$ cat src/rtl/cas_ack_pkg.sv
package cas_ack_pkg;

  typedef enum logic [1:0] {
    KIND_MASTER      = 2'd0,
    KIND_SLAVE       = 2'd1,
    KIND_SLAVE_SPUR  = 2'd2,
    KIND_MASTER_SPUR = 2'd3
  } ack_kind_e;

endpackage

$ cat src/rtl/cas_ack_resolve.sv
module cas_ack_resolve
  import cas_ack_pkg::*;
#(
  parameter int LW        = 3,
  parameter int VEC_W     = 8,
  parameter int CAS_LINE  = 2,
  parameter int SPUR_LINE = 7
) (
  input  logic             m_hit,
  input  logic [LW-1:0]    m_line,
  input  logic             s_hit,
  input  logic [LW-1:0]    s_line,
  input  logic [VEC_W-1:0] m_base,
  input  logic [VEC_W-1:0] s_base,
  output ack_kind_e        kind,
  output logic             m_ack,
  output logic             s_ack,
  output logic [VEC_W-1:0] vec,
  output logic [LW:0]      gline
);

  localparam logic [LW-1:0] CASL = LW'(CAS_LINE);
  localparam logic [LW-1:0] SPUR = LW'(SPUR_LINE);

  logic [VEC_W-LW-1:0] m_hi, s_hi;
  assign m_hi = m_base[VEC_W-1:LW];
  assign s_hi = s_base[VEC_W-1:LW];

  always_comb begin
    if (!m_hit)               kind = KIND_MASTER_SPUR;
    else if (m_line != CASL)  kind = KIND_MASTER;
    else if (s_hit)           kind = KIND_SLAVE;
    else                      kind = KIND_SLAVE_SPUR;
  end

  always_comb begin
    m_ack = 1'b0;
    s_ack = 1'b0;
    vec   = '0;
    gline = '0;
    unique case (kind)
      KIND_MASTER: begin
        m_ack = 1'b1;
        vec   = {m_hi, m_line};
        gline = {1'b0, m_line};
      end
      KIND_SLAVE: begin
        m_ack = 1'b1;
        s_ack = 1'b1;
        vec   = {s_hi, s_line};
        gline = {1'b1, s_line};
      end
      KIND_SLAVE_SPUR: begin
        m_ack = 1'b1;
        vec   = {s_hi, SPUR};
        gline = {1'b1, SPUR};
      end
      default: begin
        vec   = {m_hi, SPUR};
        gline = {1'b0, SPUR};
      end
    endcase
  end

endmodule

$ cat src/rtl/cas_ctrl_bits.sv
module cas_ctrl_bits #(
  parameter int LINES = 8,
  parameter int LW    = 3
) (
  input  logic             clk,
  input  logic             rst_n,
  input  logic [LINES-1:0] set_req,
  input  logic [LINES-1:0] clr_req,
  input  logic [LINES-1:0] level,
  input  logic             ack_en,
  input  logic [LW-1:0]    ack_line,
  output logic [LINES-1:0] irr,
  output logic [LINES-1:0] isr
);

  logic [LINES-1:0] ack_hot;
  logic [LINES-1:0] ack_drop;

  always_comb begin
    ack_hot = '0;
    if (ack_en) ack_hot[ack_line] = 1'b1;
    ack_drop = ack_hot & ~level;
  end

  always_ff @(posedge clk) begin
    if (!rst_n) begin
      irr <= '0;
      isr <= '0;
    end else begin
      irr <= (irr & ~clr_req & ~ack_drop) | set_req;
      isr <= isr | ack_hot;
    end
  end

  assert_isr_taken_R2: assert property (@(posedge clk) disable iff (!rst_n)
    ack_en |=> isr[$past(ack_line)]);

  assert_level_kept_R3: assert property (@(posedge clk) disable iff (!rst_n)
    (ack_en && level[ack_line] && irr[ack_line] && !clr_req[ack_line])
      |=> irr[$past(ack_line)]);

  assert_set_wins_R11: assert property (@(posedge clk) disable iff (!rst_n)
    (set_req != '0) |=> ((irr & $past(set_req)) == $past(set_req)));

endmodule

$ cat src/rtl/cas_ack_seq.sv
module cas_ack_seq
  import cas_ack_pkg::*;
#(
  parameter int LINES     = 8,
  parameter int VEC_W     = 8,
  parameter int CAS_LINE  = 2,
  parameter int SPUR_LINE = 7
) (
  input  logic                  clk,
  input  logic                  rst_n,
  input  logic                  ack_valid,
  output logic                  ack_ready,
  input  logic                  m_win_valid,
  input  logic [$clog2(LINES)-1:0] m_win_line,
  input  logic                  s_win_valid,
  input  logic [$clog2(LINES)-1:0] s_win_line,
  input  logic [VEC_W-1:0]      m_base,
  input  logic [VEC_W-1:0]      s_base,
  input  logic [2*LINES-1:0]    level_mode,
  input  logic [2*LINES-1:0]    irq_set,
  input  logic [2*LINES-1:0]    irq_clr,
  output logic                  ack_done,
  output logic [VEC_W-1:0]      ack_vec,
  output logic [$clog2(LINES):0] ack_line,
  output logic                  reeval,
  output logic                  cas_pulse,
  output logic [LINES-1:0]      m_irr,
  output logic [LINES-1:0]      m_isr,
  output logic [LINES-1:0]      s_irr,
  output logic [LINES-1:0]      s_isr
);

  localparam int LW    = $clog2(LINES);
  localparam int NCTRL = 2;

  logic                    busy_q, done_q, cas_q;
  logic [VEC_W-1:0]        vec_q;
  logic [LW:0]             gline_q;
  logic                    ack_go;

  ack_kind_e               kind;
  logic                    m_ack, s_ack;
  logic [VEC_W-1:0]        vec_n;
  logic [LW:0]             gline_n;

  logic [NCTRL-1:0][LINES-1:0] set_v, clr_v, lvl_v, irr_v, isr_v;
  logic [NCTRL-1:0]            ack_en_v;
  logic [NCTRL-1:0][LW-1:0]    ack_ln_v;

  assign ack_ready = !busy_q;
  assign ack_go    = ack_valid && !busy_q;

  cas_ack_resolve #(
    .LW(LW), .VEC_W(VEC_W), .CAS_LINE(CAS_LINE), .SPUR_LINE(SPUR_LINE)
  ) u_resolve (
    .m_hit (m_win_valid),
    .m_line(m_win_line),
    .s_hit (s_win_valid),
    .s_line(s_win_line),
    .m_base(m_base),
    .s_base(s_base),
    .kind  (kind),
    .m_ack (m_ack),
    .s_ack (s_ack),
    .vec   (vec_n),
    .gline (gline_n)
  );

  for (genvar gi = 0; gi < NCTRL; gi++) begin : g_ctrl
    logic [LINES-1:0] cas_in;
    always_comb begin
      cas_in = '0;
      if (gi == 0) cas_in[CAS_LINE] = cas_q;
    end
    assign set_v[gi]    = irq_set[gi*LINES +: LINES] | cas_in;
    assign clr_v[gi]    = irq_clr[gi*LINES +: LINES];
    assign lvl_v[gi]    = level_mode[gi*LINES +: LINES];
    assign ack_en_v[gi] = ack_go && ((gi == 0) ? m_ack : s_ack);
    assign ack_ln_v[gi] = (gi == 0) ? m_win_line : s_win_line;

    cas_ctrl_bits #(.LINES(LINES), .LW(LW)) u_bits (
      .clk     (clk),
      .rst_n   (rst_n),
      .set_req (set_v[gi]),
      .clr_req (clr_v[gi]),
      .level   (lvl_v[gi]),
      .ack_en  (ack_en_v[gi]),
      .ack_line(ack_ln_v[gi]),
      .irr     (irr_v[gi]),
      .isr     (isr_v[gi])
    );
  end

  always_ff @(posedge clk) begin
    if (!rst_n) begin
      busy_q  <= 1'b0;
      done_q  <= 1'b0;
      cas_q   <= 1'b0;
      vec_q   <= '0;
      gline_q <= '0;
    end else begin
      busy_q  <= ack_go;
      done_q  <= ack_go;
      cas_q   <= s_win_valid && !cas_q;
      vec_q   <= ack_go ? vec_n   : '0;
      gline_q <= ack_go ? gline_n : '0;
    end
  end

  assign ack_done  = done_q;
  assign ack_vec   = vec_q;
  assign ack_line  = gline_q;
  assign reeval    = busy_q;
  assign cas_pulse = cas_q;
  assign m_irr     = irr_v[0];
  assign m_isr     = isr_v[0];
  assign s_irr     = irr_v[1];
  assign s_isr     = isr_v[1];

  assert_cas_short_R8: assert property (@(posedge clk) disable iff (!rst_n)
    cas_pulse |=> !cas_pulse);

  assert_cas_latch_R8: assert property (@(posedge clk) disable iff (!rst_n)
    cas_pulse |=> m_irr[CAS_LINE]);

  assert_done_single_R9: assert property (@(posedge clk) disable iff (!rst_n)
    ack_done |=> !ack_done);

  assert_quiet_out_R9: assert property (@(posedge clk) disable iff (!rst_n)
    !ack_done |-> (ack_vec == '0 && ack_line == '0));

  assert_holdoff_R10: assert property (@(posedge clk) disable iff (!rst_n)
    (ack_valid && ack_ready) |=> (reeval && !ack_ready));

  assert_spur_line_R6: assert property (@(posedge clk) disable iff (!rst_n)
    (ack_valid && ack_ready && !m_win_valid) |=> (ack_line == LW'(SPUR_LINE)));

endmodule

$ cat config.mk
export PLATFORM = sky130hd
export DESIGN_NAME = cas_ack_seq
export DESIGN_NICKNAME = d
export VERILOG_FILES = /design/src/rtl/cas_ack_pkg.sv /design/src/rtl/cas_ack_resolve.sv /design/src/rtl/cas_ctrl_bits.sv /design/src/rtl/cas_ack_seq.sv
export SDC_FILE = /design/constraint.sdc
export NUM_CORES = 1
export LEC_CHECK = 0
export BUFFER_PORTS_ARGS = -buffer_cell sky130_fd_sc_hd__buf_4
export CORE_MARGIN = 5
export CORE_UTILIZATION = 41
export CTS_CLUSTER_SIZE = 8
export DETAILED_ROUTE_END_ITERATION = 8
export HOLD_SLACK_MARGIN = 0.1
export PLACE_DENSITY_LB_ADDON = 0.05
export SYNTH_ARGS = -nofsm -noshare
export SYNTH_HDL_FRONTEND = slang
export SYNTH_SLANG_ARGS = --single-unit
$ cat constraint.sdc
create_clock -name clk -period 2.7 [get_ports clk]
set_input_delay 0.405 -clock clk [delete_from_list [all_inputs] [get_ports clk]]
set_output_delay 0.405 -clock clk [all_outputs]
set_load 0.01 [all_outputs]
Word-level counts from Yosys, hierarchy flattened
Index checks and enable logic that the tools add are counted.
Operators by class
  reductions and logical operators: 11
  bitwise gates (word level): 17
  multiplexer cells: 13
  magnitude comparators: 4
  eq/ne operators: 3
Operators by type and width (number)
  bitwise AND 8 bit: 6
  inverter 8 bit: 6
  bitwise OR 8 bit: 4
  one-hot mux 8 bit (3 select lines): 1
  2-to-1 mux 8 bit: 2
  one-hot mux 4 bit (3 select lines): 1
  < comparator 3 x 4 -> 1 bit (second input constant): 2
  bitwise OR 8 x 3 -> 8 bit: 1
  demux 1 bit (select 3 bit): 2
  greater-or-equal comparator 3 x 1 -> 1 bit (second input constant): 2
  logical AND 1 bit: 6
  2-to-1 mux 2 bit: 3
  2-to-1 mux 1 bit: 4
  inequality test 3 x 2 -> 1 bit (second input constant): 1
  OR reduction 3 bit: 1
  == test 2 x 1 -> 1 bit (second input constant): 1
  == test 2 bit (second input constant): 1
  logical NOT 1 bit: 2
  logical NOT 2 bit: 1
  AND reduction 2 bit: 1
Storage, ports and cells
  bits in registers: 46
  bits of input ports: 75

Logic depth before layout (Yosys ltp)
  depth in word-level cells: 12
  mapped depth: 8
  depth with buffers taken out: 7

Hierarchy
From an unflattened synthesis, not the netlist that was laid out.
Unflattened totals
  cell total of the unflattened synthesis: 200
  area total of the unflattened synthesis: 2021.9 um^2
Modules (own cells, without submodules)
  cas_ctrl_bits (g_ctrl[0].u_bits): times used 1, area each 658.1 um^2, cells each 66, seq. area each 320.3 um^2
  cas_ctrl_bits (g_ctrl[1].u_bits): times used 1, area each 656.9 um^2, cells each 66, seq. area each 320.3 um^2
  cas_ack_seq: times used 1, area each 485.5 um^2, cells each 36, seq. area each 280.3 um^2
  cas_ack_resolve: times used 1, area each 221.5 um^2, cells each 32, seq. area each 0.0 um^2

Least setup slack after synthesis
Ideal clock, no wire load.
  kind: input -> register
  start point: input m_win_line[2]
  end point: register g_ctrl[0].u_bits.irr[2]
  setup slack: 0.641 ns
  stages: 7
  setup time: 0.120 ns
  data required time: 2.580 ns
  buffers on the path: 0
  arrival: 1.940 ns
  cells stage by stage: nor2_1 nand2_1 o21ai_0 ha_1 or4_4 o311a_1 o31a_1
On the way
  longest elaborated chain between the ends: 12
RTL lines
  from (decl): line cas_ack_seq.sv:14  | input logic [$clog2(LINES)-1:0] m_win_line,
  inequality test 3 x 2 -> 1 bit: line cas_ack_resolve.sv:31  | else if (m_line != CASL) kind = KIND_MASTER;
  2-to-1 mux 2 bit: line cas_ack_resolve.sv:31
  2-to-1 mux 2 bit: line cas_ack_resolve.sv:30  | if (!m_hit) kind = KIND_MASTER_SPUR;
  == test 2 x 1 -> 1 bit, or another cell as far along: line cas_ack_resolve.sv:41  | unique case (kind)
  OR reduction 3 bit (no line)
  2-to-1 mux 1 bit: line cas_ack_resolve.sv:41
  logical AND 1 bit: line cas_ack_seq.sv:78  | assign ack_en_v[gi] = ack_go && ((gi == 0) ? m_ack : s_ack);
  2-to-1 mux 8 bit (*): line cas_ctrl_bits.sv:21  | if (ack_en) ack_hot[ack_line] = 1'b1;
  bitwise AND 8 bit (*): line cas_ctrl_bits.sv:22  | ack_drop = ack_hot & ~level;
  inverter 8 bit (*): line cas_ctrl_bits.sv:30  | irr <= (irr & ~clr_req & ~ack_drop) | set_req;
  bitwise AND 8 bit (*): line cas_ctrl_bits.sv:30
  bitwise OR 8 bit (*): line cas_ctrl_bits.sv:30
  to (signal assigned): line cas_ctrl_bits.sv:30
  to (decl): line cas_ctrl_bits.sv:12  | output logic [LINES-1:0] irr,
Mark *: on every way between the ends. The rest lies on a longest branch, timed or not.
A chain may end at the register's enable or synchronous reset.

Final worst setup path
Same ends and word-level chain as after synthesis.

==> impl_metrics.tcl <==
set metrics [dict create \
    finalCriticalPeriod_ns 2.00 \
    cts_buffers 5 \
    pin_count 123 \
    yosysSeqAreaShare 0.482 \
    final_common_cell "buf_4" \
    crit_type "in -> reg" \
    min_period_over_period 0.742 \
    grt_pass1_vias 1780 \
    pwr-share-seq 0.519 \
    io_buffers 116 \
    cts_setup_buffers 0 \
    final_hold_viol_count 0 \
    dp_hpwl_um 3860 \
    p_sw_mw 0.319 \
    antenna_found_initial 0 \
    fill_cells 401 \
    hold_path_class "in -> reg" \
    root_buffer "clkbuf_8" \
    die_h_um 76.0 \
    overflow 0 \
    drive_gt1_frac 0.411 \
    regArea_um2 861 \
    yosys_warnings 0 \
    end_kind "flop" \
    p_int_mw 0.987 \
    grt_max_degree 35 \
    tightestPinTransition_ns 0.370 \
    clk_pin_slew_worst_paths_ns 0.07 \
    ys_ff_latch 43 \
    rows 24 \
    routed_wl_um 4950 \
    hold_buffers 0 \
    die_w_um 76.0 \
    finalSetupTns_ns 0 \
    grt_pass1_wl_um 8110 \
    outcome "finished clean" \
    synthCells 199 \
    netlist_area_um2 1790 \
    start_util 0.416 \
    max_stage_delay_ns 0.57 \
    p_leak_nw 1.29 \
    insertion_delay_ns 0.29 \
    drc_errors 0 \
    ys_types 27 \
    p_comb_frac 0.189 \
    worstPathCellList "buf_4 > nor2_1 > nand2_1 > o21ai_0 > ha_1 > or4_4 > o311a_1 > o31a_1" \
    grt_usage 0.169 \
    design_power_total_mw 1.31 \
    place_congestion 0.751 \
    pwr-share-clk 0.293 \
    areaGrowthSynthToFinish_pct 54.2 \
    peakVddDrop_mv 0.302 \
    skew_ns 0.00348 \
    syn_nets 278 \
    final_max_slew_viol_count 0 \
    coreArea_um2 4290 \
    cp.required_ns 2.88 \
    synth_area_leaders "dfxtp_1 (48%), o21a_1 (7.6%), nor2_1 (6.5%)" \
    cts_tree "yes" \
    critPathLaunchType "primary input" \
    synthArstFlopShare 0 \
    finalSetupViolations 0 \
    cts_max_path_buffers 2 \
    via_per_inst 4.94 \
    power.density_nw_per_um2 474 \
    sw_frac_of_total 0.244 \
    crit_family "simple AND/OR/NAND/NOR gates" \
    crit_fanout 7 \
    antenna_cells 0 \
    synth_area_leader_cell "dfxtp_1" \
    synth.avg_cell_area_um2 8.98 \
    multi_input_area_um2 862 \
    drv_cap 0 \
    first_pass_iters 4 \
    post_cts_resize_count 0 \
    arrival_ns 2.19 \
    critPathSlowestCell "or4_4" \
    routedWlPerCell_um 13.5 \
    drtIter0Drc 68 \
    crit_buf_inv 1 \
    synth_edf_count 0 \
    final_cell_mix "buf_4 (116), dfxtp_1 (43), nor2_1 (31)" \
    nets 392 \
    grt_setup_unrepaired "false" \
    ant_nets 0 \
    clock_sinks 43 \
    die_area_um2 5780 \
    maxSlewHeadroom 0.753 \
    synth_flop_cell "dfxtp_1" \
    htree_levels 2 \
    synth.top_cell.area_share 0.482 \
    via_count 1808 \
    clock.fmax_mhz 499 \
]
[registers in the layout, summed over array words and instances (netlist names)]
| name | flops |
|---|---|
| g_ctrl.u_bits.irr | 16 |
| g_ctrl.u_bits.isr | 16 |
| ack_vec | 8 |
| ack_done | 1 |
| ack_line | 1 |
| cas_pulse | 1 |
[synthesized netlist by cell type, types with 2 or more instances]
master     number
a22oi_1         7
nor2b_1        15
nand2_1         5
o21ai_0        17
nor3b_1         2
buf_4           4
o21a_1         18
or4b_2          3
a21oi_1        17
dfxtp_1        43
nand2b_1        2
nand4bb_1       3
nor2_1         31
inv_1           4
and3b_1         2
nor3_1          8
ha_1            4
clkbuf_1        5
[routing by layer]
| metal | vias to the layer above | track usage | part of all wire |
|---|---|---|---|
| met1 | 811 | 0.200 | 0.42 |
| met5 | - | 0 | 0 |
| met4 | 0 | 0.0427 | 0.0093 |
| li1 | 921 | - | - |
| met2 | 72 | 0.283 | 0.47 |
| met3 | 4 | 0.0697 | 0.097 |
[cell families after synthesis]
logic type,synth area share
buffers and inverters,0.0357
AO/OA/AOI/OAI,0.220
adder cells (fa/ha/maj),0.0280
flip-flops,0.482
AND/OR/NAND/NOR,0.235
[power by group through the flow]
stage          clock, mW  sequential, mW  combinational [mW]
3_5_place_dp           0           0.692               0.247
2_1_floorplan          0           0.705              0.0879
6_report           0.382           0.677               0.246
5_1_grt            0.424           0.681               0.272
3_3_place_gp           0           0.692               0.245
4_1_cts            0.399           0.677               0.249
[final timing paths]
kind	from	endpoint	slack, ns	depth (start not counted)
min	irq_set[2]	g_ctrl[0].u_bits.irr[2]$_SDFF_PN0_	0.33	2
max reg2reg	ack_done$_SDFF_PN0_	g_ctrl[0].u_bits.irr[2]$_SDFF_PN0_	1.10	3
min reg2reg	g_ctrl[0].u_bits.isr[1]$_SDFF_PN0_	g_ctrl[0].u_bits.isr[1]$_SDFF_PN0_	0.47	1
max	m_win_line[2]	g_ctrl[0].u_bits.irr[2]$_SDFF_PN0_	0.70	8
[area by class of cell]
class	count	area share
Clock buffer	7	0.0277
Clock inverter	1	0.00182
Inverter	4	0.00545
Multi-Input combinational cell	143	0.313
Sequential cell	43	0.312
Tap cell	52	0.0236
Timing Repair Buffer	116	0.316
[per-stage QoR]
step                utilization  cell area (um2)  setup WS (ns)  instances  hold slack, ns
floorplan                     -             1790          0.641        199           0.482
global placement          0.623             2670          0.425        358           0.447
detailed placement        0.623             2670          0.400        358           0.454
CTS                       0.642             2760          0.718        366           0.318
global route              0.642             2760          0.575        366           0.335
finish                    0.642             2760          0.696        366           0.332
Power figures use the tool's default switching activity.
